File: config.mk
export PLATFORM = sky130hd
export DESIGN_NAME = cfl_unit
export DESIGN_NICKNAME = d
export VERILOG_FILES = /design/src/rtl/cfl_pkg.sv /design/src/rtl/cfl_decode.sv /design/src/rtl/cfl_terms.sv /design/src/rtl/cfl_field_write.sv /design/src/rtl/cfl_unit.sv
export SDC_FILE = /design/constraint.sdc
export NUM_CORES = 1
export LEC_CHECK = 0
export ABC_AREA = 1
export BUFFER_PORTS_ARGS = -buffer_cell sky130_fd_sc_hd__buf_2
export CAP_MARGIN = 40
export CORE_ASPECT_RATIO = 1.1
export CORE_MARGIN = 2
export CORE_UTILIZATION = 45
export DETAILED_ROUTE_END_ITERATION = 10
export HOLD_SLACK_MARGIN = 0.03
export PLACE_DENSITY = 0.83
export SETUP_SLACK_MARGIN = 0.2
export SLEW_MARGIN = 15
export SYNTH_ARGS = -nofsm -noshare
export SYNTH_HDL_FRONTEND = slang
export SYNTH_SLANG_ARGS = --single-unit
File: constraint.sdc
create_clock -name clk -period 5.9 [get_ports clk]
set_input_delay 0.885 -clock clk [delete_from_list [all_inputs] [get_ports clk]]
set_output_delay 0.885 -clock clk [all_outputs]
set_load 0.05 [all_outputs]
File: src/rtl/cfl_pkg.sv
package cfl_pkg;
  typedef enum logic [2:0] {
    OP_NONE,
    OP_F2I_BIT,
    OP_F2I_NIB,
    OP_I2F_BITS,
    OP_I2F_LSB,
    OP_F2BIT,
    OP_F2F,
    OP_FMOVE
  } cfl_op_e;
endpackage

File: src/rtl/cfl_decode.sv
module cfl_decode
  import cfl_pkg::*;
(
  input  logic [1:0] sel_hi,
  input  logic       sel_dir,
  input  logic       sel_sub,
  input  logic       sel_b31,
  output cfl_op_e    op,
  output logic       rc_en
);
  always_comb begin
    op    = OP_NONE;
    rc_en = 1'b0;
    if (sel_dir) begin
      if (sel_hi == 2'b00)      op = OP_F2I_BIT;
      else if (sel_hi == 2'b01) op = OP_F2I_NIB;
      rc_en = sel_b31 && (sel_hi[1] == 1'b0);
    end else begin
      case (sel_hi)
        2'b00:   op = OP_I2F_BITS;
        2'b01:   op = sel_b31 ? OP_F2BIT : OP_I2F_LSB;
        2'b11:   op = sel_sub ? OP_FMOVE : OP_F2F;
        default: op = OP_NONE;
      endcase
    end
  end
endmodule

File: src/rtl/cfl_terms.sv
module cfl_terms #(
  parameter int FW = 4
) (
  input  logic [FW-1:0] src,
  input  logic [FW-1:0] mask,
  input  logic [FW-1:0] mode,
  input  logic          m_or,
  output logic [FW-1:0] terms,
  output logic          red
);
  for (genvar i = 0; i < FW; i++) begin : g_term
    assign terms[i] = mask[i] & ~(mode[i] ^ src[i]);
  end
  assign red = m_or ? (|terms) : (&terms);
endmodule

File: src/rtl/cfl_field_write.sv
module cfl_field_write #(
  parameter int NFIELD = 8,
  parameter int FW     = 4,
  localparam int CRW   = NFIELD * FW,
  localparam int FIW   = $clog2(NFIELD)
) (
  input  logic [CRW-1:0] cr_in,
  input  logic [FIW-1:0] dst,
  input  logic [FW-1:0]  new_fld,
  input  logic           en,
  output logic [CRW-1:0] cr_out
);
  for (genvar k = 0; k < NFIELD; k++) begin : g_fld
    assign cr_out[k*FW +: FW] = (en && (dst == FIW'(k))) ? new_fld : cr_in[k*FW +: FW];
  end
endmodule

File: src/rtl/cfl_unit.sv
module cfl_unit
  import cfl_pkg::*;
#(
  parameter int XLEN   = 64,
  parameter int NFIELD = 8,
  parameter int FW     = 4,
  parameter int RIW    = 5,
  localparam int CRW   = NFIELD * FW,
  localparam int FIW   = $clog2(NFIELD),
  localparam int BIW   = $clog2(FW),
  localparam int BAW   = FIW + BIW
) (
  input  logic            clk,
  input  logic            rst,
  input  logic [1:0]      sel_hi,
  input  logic            sel_dir,
  input  logic            sel_sub,
  input  logic            sel_b31,
  input  logic [FW-1:0]   fld_mask,
  input  logic [FW-1:0]   fld_mode,
  input  logic            m_flag,
  input  logic [FIW-1:0]  src_fld,
  input  logic [FIW-1:0]  dst_fld,
  input  logic [BAW-1:0]  bit_addr,
  input  logic [RIW-1:0]  int_idx,
  input  logic [XLEN-1:0] int_in,
  input  logic [CRW-1:0]  cr_in,
  output logic [XLEN-1:0] int_res,
  output logic            int_wr,
  output logic [CRW-1:0]  cr_res
);
  cfl_op_e        op;
  logic           rc_en;
  logic [FW-1:0]  src_val, old_dst, term_src, terms, keep, fld_new;
  logic           red, lsb, fld_en, int_en;
  logic           lt, gt, eq;
  logic [FW-1:0]  flags;
  logic [BAW-1:0] bit_pos;
  logic [CRW-1:0] cr_s1, cr_s2, cr_nxt, dst_span;
  logic [XLEN-1:0] int_nxt;
  logic           unused_hi;

  assign unused_hi = ^int_in[XLEN-1:FW];

  cfl_decode u_dec (
    .sel_hi (sel_hi),
    .sel_dir(sel_dir),
    .sel_sub(sel_sub),
    .sel_b31(sel_b31),
    .op     (op),
    .rc_en  (rc_en)
  );

  assign src_val = cr_in[src_fld*FW +: FW];
  assign old_dst = cr_in[dst_fld*FW +: FW];
  assign lsb     = (int_idx == '0) ? 1'b0 : int_in[0];

  always_comb begin
    case (op)
      OP_I2F_BITS: term_src = int_in[FW-1:0];
      OP_I2F_LSB:  term_src = {FW{lsb}};
      default:     term_src = src_val;
    endcase
  end

  cfl_terms #(.FW(FW)) u_terms (
    .src  (term_src),
    .mask (fld_mask),
    .mode (fld_mode),
    .m_or (m_flag),
    .terms(terms),
    .red  (red)
  );

  assign keep    = m_flag ? (old_dst & ~fld_mask) : '0;
  assign fld_new = (op == OP_FMOVE) ? (((fld_mask & src_val) | keep) ^ fld_mode)
                                    : (terms | keep);
  assign fld_en  = (op == OP_I2F_BITS) || (op == OP_I2F_LSB) ||
                   (op == OP_F2F) || (op == OP_FMOVE);
  assign int_en  = (op == OP_F2I_BIT) || (op == OP_F2I_NIB);

  cfl_field_write #(.NFIELD(NFIELD), .FW(FW)) u_fw_dst (
    .cr_in  (cr_in),
    .dst    (dst_fld),
    .new_fld(fld_new),
    .en     (fld_en),
    .cr_out (cr_s1)
  );

  // field index in the upper address bits of the flat position, bit-in-field below
  assign bit_pos = {bit_addr[FIW-1:0], bit_addr[BAW-1:FIW]};

  always_comb begin
    cr_s2 = cr_s1;
    if (op == OP_F2BIT) cr_s2[bit_pos] = red;
  end

  always_comb begin
    int_nxt = '0;
    if (op == OP_F2I_BIT)      int_nxt[0]      = red;
    else if (op == OP_F2I_NIB) int_nxt[FW-1:0] = terms;
  end

  assign lt = int_nxt[XLEN-1];
  assign eq = (int_nxt == '0);
  assign gt = !lt && !eq;

  always_comb begin
    flags       = '0;
    flags[FW-1] = lt;
    flags[FW-2] = gt;
    flags[FW-3] = eq;
  end

  cfl_field_write #(.NFIELD(NFIELD), .FW(FW)) u_fw_rc (
    .cr_in  (cr_s2),
    .dst    ('0),
    .new_fld(flags),
    .en     (rc_en),
    .cr_out (cr_nxt)
  );

  always_ff @(posedge clk) begin
    if (rst) begin
      int_res <= '0;
      int_wr  <= 1'b0;
      cr_res  <= '0;
    end else begin
      int_res <= int_nxt;
      int_wr  <= int_en;
      cr_res  <= cr_nxt;
    end
  end

  assign dst_span = {{(CRW-FW){1'b0}}, {FW{1'b1}}} << (dst_fld * FW);

  AST_RESERVED_HOLD: assert property (@(posedge clk) disable iff (rst)
    (op == OP_NONE) |=> (cr_res == $past(cr_in)) && !int_wr);
  AST_FIELD_OTHERS_KEEP: assert property (@(posedge clk) disable iff (rst)
    fld_en |=> (((cr_res ^ $past(cr_in)) & ~$past(dst_span)) == '0));
  AST_BIT_SINGLE: assert property (@(posedge clk) disable iff (rst)
    (op == OP_F2BIT) |=> ($countones(cr_res ^ $past(cr_in)) <= 1));
  AST_RC_EQ_FLAG: assert property (@(posedge clk) disable iff (rst)
    rc_en |=> (cr_res[FW-3] == (int_res == '0)));
  AST_FIELD_NO_INT: assert property (@(posedge clk) disable iff (rst)
    fld_en |=> !int_wr && (int_res == '0));
  AST_INT_HIGH_ZERO: assert property (@(posedge clk) disable iff (rst)
    int_wr |-> ((int_res >> FW) == '0));
endmodule

* Word-level counts from Yosys, hierarchy flattened *
Cells that the tools add are included.

operators by class
  shifts and indexed selects = 2
  bitwise operators = 19
  $mul = 0
  order comparisons = 2
  mux-type cells = 28
  divide/modulo/power cells = 0
  reduce and logical (&&, ||, !) cells = 22
  add/sub/neg operators = 0
  eq/ne operators = 16

operators with widths
  kind                                                                                 number
  64-bit zero test                                                                     1
  32-bit by 6-bit indexed part select with 4-bit output                                2
  4-bit two-way mux                                                                    11
  32-bit bitwise mux                                                                   1
  32-bit two-way mux                                                                   1
  3-bit == test, second input constant                                                 8
  3-bit by 2-bit == test with 1-bit output, second input constant                      4
  3-bit two-way mux                                                                    4
  1-bit logical AND                                                                    10
  3-bit case mux with 3 select lines                                                   1
  4-bit bitwise AND                                                                    2
  4-bit OR                                                                             2
  4-bit case mux with 2 select lines                                                   1
  1-bit two-way mux                                                                    7
  3-bit by 1-bit == test with 1-bit output, second input constant                      2
  5-bit by 6-bit less-than comparator with 1-bit output, second input constant         1
  1-bit demux with 5-bit select                                                        1
  5-bit by 1-bit greater-or-equal comparator with 1-bit output, second input constant  1
  5-bit zero test                                                                      1
  1-bit NOT                                                                            5
  1-bit bitwise AND                                                                    4
  1-bit logical OR                                                                     4
  4-bit NOT                                                                            1
  4-bit AND reduction                                                                  1
  10 further kinds                                                                     13

word-level totals
  latch bits = 0
  input port bits = 128
  word-level logic and storage cells = 94
  output and inout port bits = 97
  RAM bits = 0
  register bits after elaboration = 97
  memories = 0
  bits in read-only memories = 0

* Depth between registers and ports, before layout *
Gate-level depths: netlist (run 1).

  depth after elaboration = 15
  gate-level depth with buffers = 20
  mapped depth without buffers = 20

* By module *
A second synthesis (run 1) with hierarchy kept.

unflattened totals
  cells, all modules = 829
  area, all modules = 4528.1 um^2

modules (own cells, without submodules)
  module           sequential area each (um^2)  instances  area an instance (um^2)  cells an instance
  cfl_unit         740.7                        1          3225.6                   524
  cfl_field_write  0.0                          2          526.8                    128
  cfl_terms        0.0                          1          138.9                    31
  cfl_decode       0.0                          1          110.1                    18

* Least setup slack after synthesis (run 1) *
OpenSTA, ideal clock, no wires.

  kind = input to register
  start = input port sel_hi[1]
  end = register cr_res[21]
  stages = 13
  arrival time = 2.550 ns
  setup time = 0.113 ns
  required time = 5.787 ns
  slack = 3.237 ns
  path buffers = 1
  cell sequence = inv_1 > ha_1 > o21ai_2 > nand3_1 > nand3_1 > nand3_1 > nand3_1 > nand2_1 > o21ai_2 > nand2_2 > buf_6 > o21ai_1 > inv_1

on the way
  longest elaborated chain between the ends = 14
  elaborated cells between the ends (all ways) = 37
  classes of those cells = eq/ne: 7; mux: 10; bitwise: 13; reduce/logical: 7

ends and longest elaborated chain
  what                                                                              RTL line                            RTL
  from (decl)                                                                       cfl_unit.sv:15                      input logic [1:0] sel_hi,
  2-bit by 1-bit == test with 1-bit output                                          cfl_decode.sv:16, cfl_decode.sv:19
  2-bit two-way mux                                                                 cfl_decode.sv:16                    else if (sel_hi == 2'b01) op = OP_F2I_NIB;
  3-bit two-way mux                                                                 cfl_decode.sv:15                    if (sel_hi == 2'b00) op = OP_F2I_BIT;
  3-bit two-way mux *                                                               cfl_decode.sv:14                    if (sel_dir) begin
  3-bit == test / 3-bit by 2-bit == test with 1-bit output (equally long branches)  cfl_unit.sv:59, cfl_unit.sv:78
  4-bit case mux with 2 select lines                                                cfl_unit.sv:59                      case (op)
  1-bit bitwise XOR                                                                 cfl_terms.sv:12                     assign terms[i] = mask[i] & ~(mode[i] ^ src[i]);
  1-bit NOT                                                                         cfl_terms.sv:12
  1-bit bitwise AND                                                                 cfl_terms.sv:12
  4-bit OR                                                                          cfl_unit.sv:77                      : (terms | keep);
  4-bit two-way mux                                                                 cfl_unit.sv:76                      assign fld_new = (op == OP_FMOVE) ? (((fld_mask & src_val) | keep) ^ fld_mode)
  4-bit two-way mux                                                                 cfl_field_write.sv:14               assign cr_out[k*FW +: FW] = (en && (dst == FIW'(k))) ? new_fld : cr_in[k*FW +: FW];
  32-bit bitwise mux                                                                cfl_unit.sv:95                      if (op == OP_F2BIT) cr_s2[bit_pos] = red;
  32-bit two-way mux *                                                              cfl_unit.sv:95
  to (signal assigned)                                                              cfl_unit.sv:131                     cr_res <= cr_nxt;
  to (decl)                                                                         cfl_unit.sv:30                      output logic [CRW-1:0] cr_res

Mark *: on every way between the ends. The rest lies on a longest branch, timed or not.
A chain may end at the register's enable or synchronous reset.

* Worst setup path after layout (run 1) *
  start = input port sel_hi[0]
  end = register cr_res[1]

on the way
  longest elaborated chain between the ends = 15
  elaborated cells between the ends (all ways) = 44
  classes of those cells = eq/ne: 9; mux: 14; bitwise: 13; reduce/logical: 8

ends and longest elaborated chain
  what                                                                       RTL line
  2-bit by 1-bit == test with 1-bit output                                   cfl_decode.sv:16, cfl_decode.sv:19
  2-bit two-way mux                                                          cfl_decode.sv:16
  3-bit two-way mux                                                          cfl_decode.sv:15
  3-bit two-way mux *                                                        cfl_decode.sv:14
  parallel branches: the longest is 10 deep, another holds 64-bit zero test  -
  3-bit two-way mux *                                                        cfl_field_write.sv:14

Every way passes the cells marked *.

==> results.json, run 1 <==
{
  "drtIter0Drc": 402,
  "worstHoldStart": "cr_in[18]",
  "post_cts_buffers": 0,
  "fin_cells": 831,
  "clock-sinks": 37,
  "fill_cells": 886,
  "grt_pass1_wl_um": 17400,
  "wl_per_cell_um": 13.0,
  "crit_required_ps": 6050,
  "antenna_cells": 0,
  "setup_tns_ps": 0,
  "avgViaCountPerCell": 5.03,
  "max_freq_ghz": 0.308,
  "cap_violations": 0,
  "port_buffers": 104,
  "powerDensity_mw_per_mm2": 197,
  "grt_max_degree": 33,
  "vias": 4182,
  "design.core.area_mm2": 0.00791,
  "setup_viol": 0,
  "fin_util_pct": 52.0,
  "ys_types": 34,
  "synth_seq_cells": 37,
  "globalplace.congestion": 1.01,
  "peakVddDrop_mv": 0.0696,
  "min_path_type": "input pin to register",
  "worst_pin_slew_ps": 776,
  "cts_resized": 0,
  "rows": 34,
  "start_kind": "input pin",
  "cp.arrival_ps": 3400,
  "placed_cell_area_mm2": 0.00402,
  "synth_top_flop_cell": "dfxtp_1",
  "hold_slack_ps": 998,
  "finalNetCount": 854,
  "fin_area_mm2": 0.00411,
  "hold_viol_final": 0,
  "cts_htree_levels": 2,
  "fp.dieH_um": 98.8,
  "fin_crit_sh_pct": 55.0,
  "antenna_found_initial": 0,
  "clkTransAtPathRegs_ps": 70,
  "syn_area_mm2": 0.00368,
  "timing.final.ws_setup_ps": 2650,
  "start_util_pct": 46.5,
  "drc": 0,
  "cp_max_fo": 32,
  "fin_crit_ps": 3250,
  "clock_path_buffers": 2,
  "leakagePower_nw": 2.35,
  "drt-total-wl_um": 10800,
  "firstDrtPassIters": 5,
  "fp.dieW_um": 90.2,
  "area_growth_pct": 11.8,
  "path_class": "input pin to register",
  "dp_hpwl_um": 8750,
  "first_global_vias": 3580,
  "multiInputGateArea_mm2": 0.00222,
  "drive_gt1_share_pct": 20.5,
  "grt_setup_unrepaired": "no",
  "p_total_mw": 0.811,
  "min_path_cells": 5,
  "slew_violations": 0,
  "root_buffer": "clkbuf_8",
  "synth_edf_count": 0,
  "layout_common_cells": "165 x nand2_1, 104 x buf_2, 95 x inv_1",
  "end_kind": "register",
  "grt.overflow.total": 0,
  "mostFrequentLayoutCell": "nand2_1",
  "synth.avg_cell_area_um2": 5.90,
  "slew_headroom_pct": 48.1,
  "grt_use_total_pct": 23.8,
  "cts_buffers": 5,
  "io_pins": 225,
  "synthCells": 624,
  "register_area_um2": 741,
  "ys_seq_area_share_pct": 20.1,
  "crit_start": "sel_hi[0]",
  "yosys_warnings": 0,
  "drtAntennaViolNets": 0,
  "cts_tree": "done",
  "placedCellCount": 823,
  "cts_hold_buf": 0,
  "status": "complete, no violations",
  "post-place-ws_ps": 2360,
  "async_flop_share_pct": 0,
  "fp.dieArea_mm2": 0.00892
}
==> worst max-delay path: stages <==
cell,delay [ps]
buf_2,130
inv_2,50
ha_1,310
o21ai_2,300
nand3_1,210
nand3_1,160
nand2_1,60
nand2_1,50
nand3_1,150
nor2_1,130
nand3_1,110
nand2_2,490
nand2_1,170
nand3_2,110
a21oi_1,70
==> cells in the mapped netlist, types with 2 or more instances <==
library cell | instances | area [um^2]
a21oi_1 | 15 | 75.1
a22oi_1 | 3 | 22.5
a31oi_1 | 18 | 113
buf_2 | 3 | 15.0
buf_4 | 61 | 458
buf_6 | 5 | 56.3
clkbuf_1 | 3 | 11.3
dfxtp_1 | 37 | 741
ha_1 | 4 | 50.1
inv_1 | 95 | 357
inv_2 | 9 | 33.8
nand2_1 | 165 | 619
nand2_2 | 2 | 12.5
nand3_1 | 55 | 275
nand3_2 | 5 | 50.1
nand3b_1 | 2 | 15.0
nand4_1 | 8 | 50.1
nor2_1 | 43 | 161
nor3_1 | 5 | 25.0
nor3_2 | 8 | 80.1
o2111ai_1 | 2 | 17.5
o211ai_1 | 4 | 30.0
o21a_1 | 5 | 37.5
o21ai_0 | 14 | 70.1
o21ai_1 | 33 | 165
o21ai_2 | 4 | 35.0
o22ai_1 | 5 | 31.3
or2_2 | 5 | 31.3
==> final timing paths <==
check,end,slack (ps)
max,cr_res[1]$_SDFF_PP0_,2650
min,cr_res[18]$_SDFF_PP0_,1000
==> state kept, by name, indices dropped and copies added (netlist names) <==
name / count
int_wr: 1
cr_res: 32
int_res: 4
==> cells by family (layout without fill, tap and decap cells) <==
| logic type | Yosys count | after routing | synth area share, % |
|---|---|---|---|
| compound gates | 104 | 104 | 16.4 |
| fa+ha+maj | 4 | 4 | 1.36 |
| flops | 37 | 37 | 20.1 |
| simple gates | 301 | 301 | 36.5 |
| other cells | 1 | 60 | 0.102 |
| buf+inv | 177 | 217 | 25.5 |
==> area by class of cell <==
type | count | share of cell area, %
Multi-Input combinational cell | 469 | 54.1
Clock buffer | 6 | 2.01
Sequential cell | 37 | 18.0
Tap cell | 108 | 3.29
Inverter | 105 | 9.64
Clock inverter | 2 | 0.335
Timing Repair Buffer | 104 | 12.7
==> report_power, final <==
group / leakage [nW] / switching (mW) / total [mW] / internal, mW
Sequential: 0.307 / 0.00268 / 0.268 / 0.265
Clock: 0.0512 / 0.0868 / 0.181 / 0.0945
Combinational: 2.00 / 0.284 / 0.362 / 0.0774
==> metal layers <==
layer  global-route usage, %  up-vias  share of wire, %
met1                    31.0     1796                41
li1                        -     2079                 -
met3                    5.58       35                12
met5                       0        -                 0
met4                    8.05        0               2.9
met2                    39.0      272                45
Power figures use the tool's default switching activity.
==> run 2, diff against run 1 <==
--- a/config.mk
+++ b/config.mk
@@ -10,10 +10,10 @@
 export CAP_MARGIN = 40
 export CORE_ASPECT_RATIO = 1.1
 export CORE_MARGIN = 2
-export CORE_UTILIZATION = 45
+export CORE_UTILIZATION = 40
 export DETAILED_ROUTE_END_ITERATION = 10
 export HOLD_SLACK_MARGIN = 0.03
-export PLACE_DENSITY = 0.83
+export PLACE_DENSITY = 0.78
 export SETUP_SLACK_MARGIN = 0.2
 export SLEW_MARGIN = 15
 export SYNTH_ARGS = -nofsm -noshare
==> constraint.sdc (replaced) <==
create_clock -name clk -period 2.7 [get_ports clk]
set_input_delay 0.405 -clock clk [delete_from_list [all_inputs] [get_ports clk]]
set_output_delay 0.405 -clock clk [all_outputs]
set_load 0.05 [all_outputs]
==> results.json, run 2 (same netlist as run 1, synthesis figures left out) <==
{
  "status": "complete, no violations",
  "clock_path_buffers": 2,
  "hold_viol_final": 0,
  "first_global_vias": 3740,
  "grt_setup_unrepaired": "yes",
  "placed_cell_area_mm2": 0.00415,
  "dp_hpwl_um": 9330,
  "cts_tree": "done",
  "antenna_cells": 0,
  "vias": 4269,
  "cp.arrival_ps": 2530,
  "avgViaCountPerCell": 5.00,
  "slowest_stage": "nor3_1",
  "root_buffer": "clkbuf_8",
  "switching_share_pct": 45.9,
  "critPathTopFamily": "simple AND/OR/NAND/NOR gates",
  "crit_start": "sel_hi[0]",
  "start_kind": "input pin",
  "post-place-ws_ps": 15.0,
  "grt_max_degree": 32,
  "crit_required_ps": 2890,
  "worst_pin_slew_ps": 679,
  "leakagePower_nw": 2.46,
  "drtAntennaViolNets": 0,
  "rows": 36,
  "design.core.area_mm2": 0.00892,
  "powerDensity_mw_per_mm2": 425,
  "largest_reg_flops": 32,
  "fin_crit_sh_pct": 86.6,
  "setup_viol": 0,
  "max_freq_ghz": 0.428,
  "fp.dieH_um": 105,
  "cpPeakStageDelay_ps": 550,
  "multiInputGateArea_mm2": 0.00227,
  "globalplace.congestion": 1.01,
  "grt_use_total_pct": 22.5,
  "min_path_type": "input pin to register",
  "antenna_found_initial": 0,
  "register_area_um2": 741,
  "slew_headroom_pct": 54.4,
  "drive_gt1_share_pct": 23.2,
  "cp_max_fo": 8,
  "cap_violations": 0,
  "crit_buf_inv": 5,
  "path_cells": "buf_2 > inv_2 > ha_1 > o21ai_4 > nor2_1 > inv_2 > o21ai_4 > nor3_1 > inv_1 > nand2_1 > a31oi_1 > o21ai_1 > inv_1",
  "fp.dieW_um": 95.5,
  "p_int_mw": 0.997,
  "cts_buffers": 5,
  "reg.largest.list": "cr_res (32), int_res (4), int_wr (1)",
  "finalNetCount": 871,
  "area_growth_pct": 17.8,
  "io_pins": 225,
  "start_util_pct": 41.3,
  "drc": 0,
  "largest-register": "cr_res",
  "peakVddDrop_mv": 0.209,
  "clkPwrFrac_pct": 21.9,
  "path_class": "input pin to register",
  "timing.final.ws_setup_ps": 361,
  "grt.overflow.total": 0,
  "setup_tns_ps": 0,
  "layout_common_cells": "164 x nand2_1, 104 x buf_2, 95 x inv_1",
  "end_kind": "register",
  "worstHoldStart": "bit_addr[2]",
  "p_total_mw": 1.84,
  "clock-sinks": 37,
  "fill_cells": 991,
  "fin_crit_ps": 2340,
  "combPwrFrac_pct": 46.3,
  "port_buffers": 104,
  "cts_hold_buf": 0,
  "clkTransAtPathRegs_ps": 80,
  "fin_area_mm2": 0.00434,
  "seqPwrFrac_pct": 31.8,
  "grt_pass1_wl_um": 17900,
  "slew_violations": 0,
  "drtIter0Drc": 306,
  "fp.dieArea_mm2": 0.00998,
  "p_switching_mw": 0.847,
  "cts_htree_levels": 2,
  "drt-total-wl_um": 11700,
  "fin_util_pct": 48.6,
  "wl_per_cell_um": 13.7,
  "mostFrequentLayoutCell": "nand2_1",
  "firstDrtPassIters": 5
}
-- run 2: path summary, 6_finish.rpt --
path / slack (ps) / endpoint / cells past startpoint
max: 360 / cr_res[14]$_SDFF_PP0_ / 13
min: 510 / cr_res[21]$_SDFF_PP0_ / 4
-- run 2: per-stage QoR --
| stage | std cells | hold slack (ps) |
|---|---|---|
| after floorplan | 683 | 607 |
| after global placement | 843 | 807 |
| after detailed placement | 843 | 808 |
| after CTS | 851 | 509 |
| after global routing | 854 | 554 |
| final | 854 | 513 |
-- run 2: worst min-delay path, stage by stage --
cell and delay [ps]:
buf_2 130, nand4_1 120, o21ai_1 80, inv_1 50
-- run 2: power by group through the flow --
stage | logic (mW) | registers, mW | clock network [mW]
2_1_floorplan | 0.553 | 0.724 | 0
3_3_place_gp | 0.813 | 0.599 | 0
3_5_place_dp | 0.816 | 0.600 | 0
4_1_cts | 0.819 | 0.587 | 0.408
5_1_grt | 0.919 | 0.590 | 0.425
6_report | 0.854 | 0.586 | 0.404
-- run 2: repair_timing --
action	CTS	global route
buffers inserted	0	2
setup endpoints to repair	0	18
gates resized for setup	0	9
-- run 2: cell type report --
| class | instances | share of cell area, % |
|---|---|---|
| clock buffers | 6 | 1.90 |
| clock inverters | 2 | 0.317 |
| inverters | 105 | 9.15 |
| multi-input cells | 469 | 52.3 |
| flip-flops and latches | 37 | 17.1 |
| well taps | 114 | 3.29 |
| repair buffers | 121 | 15.9 |
-- run 2: routing by layer --
metal	track usage [%]	vias up	wire length (um)
met2	36.7	258	5430
met3	3.68	31	1220
li1	-	2109	-
met1	29.6	1871	4700
met5	0	-	0
met4	7.76	0	315
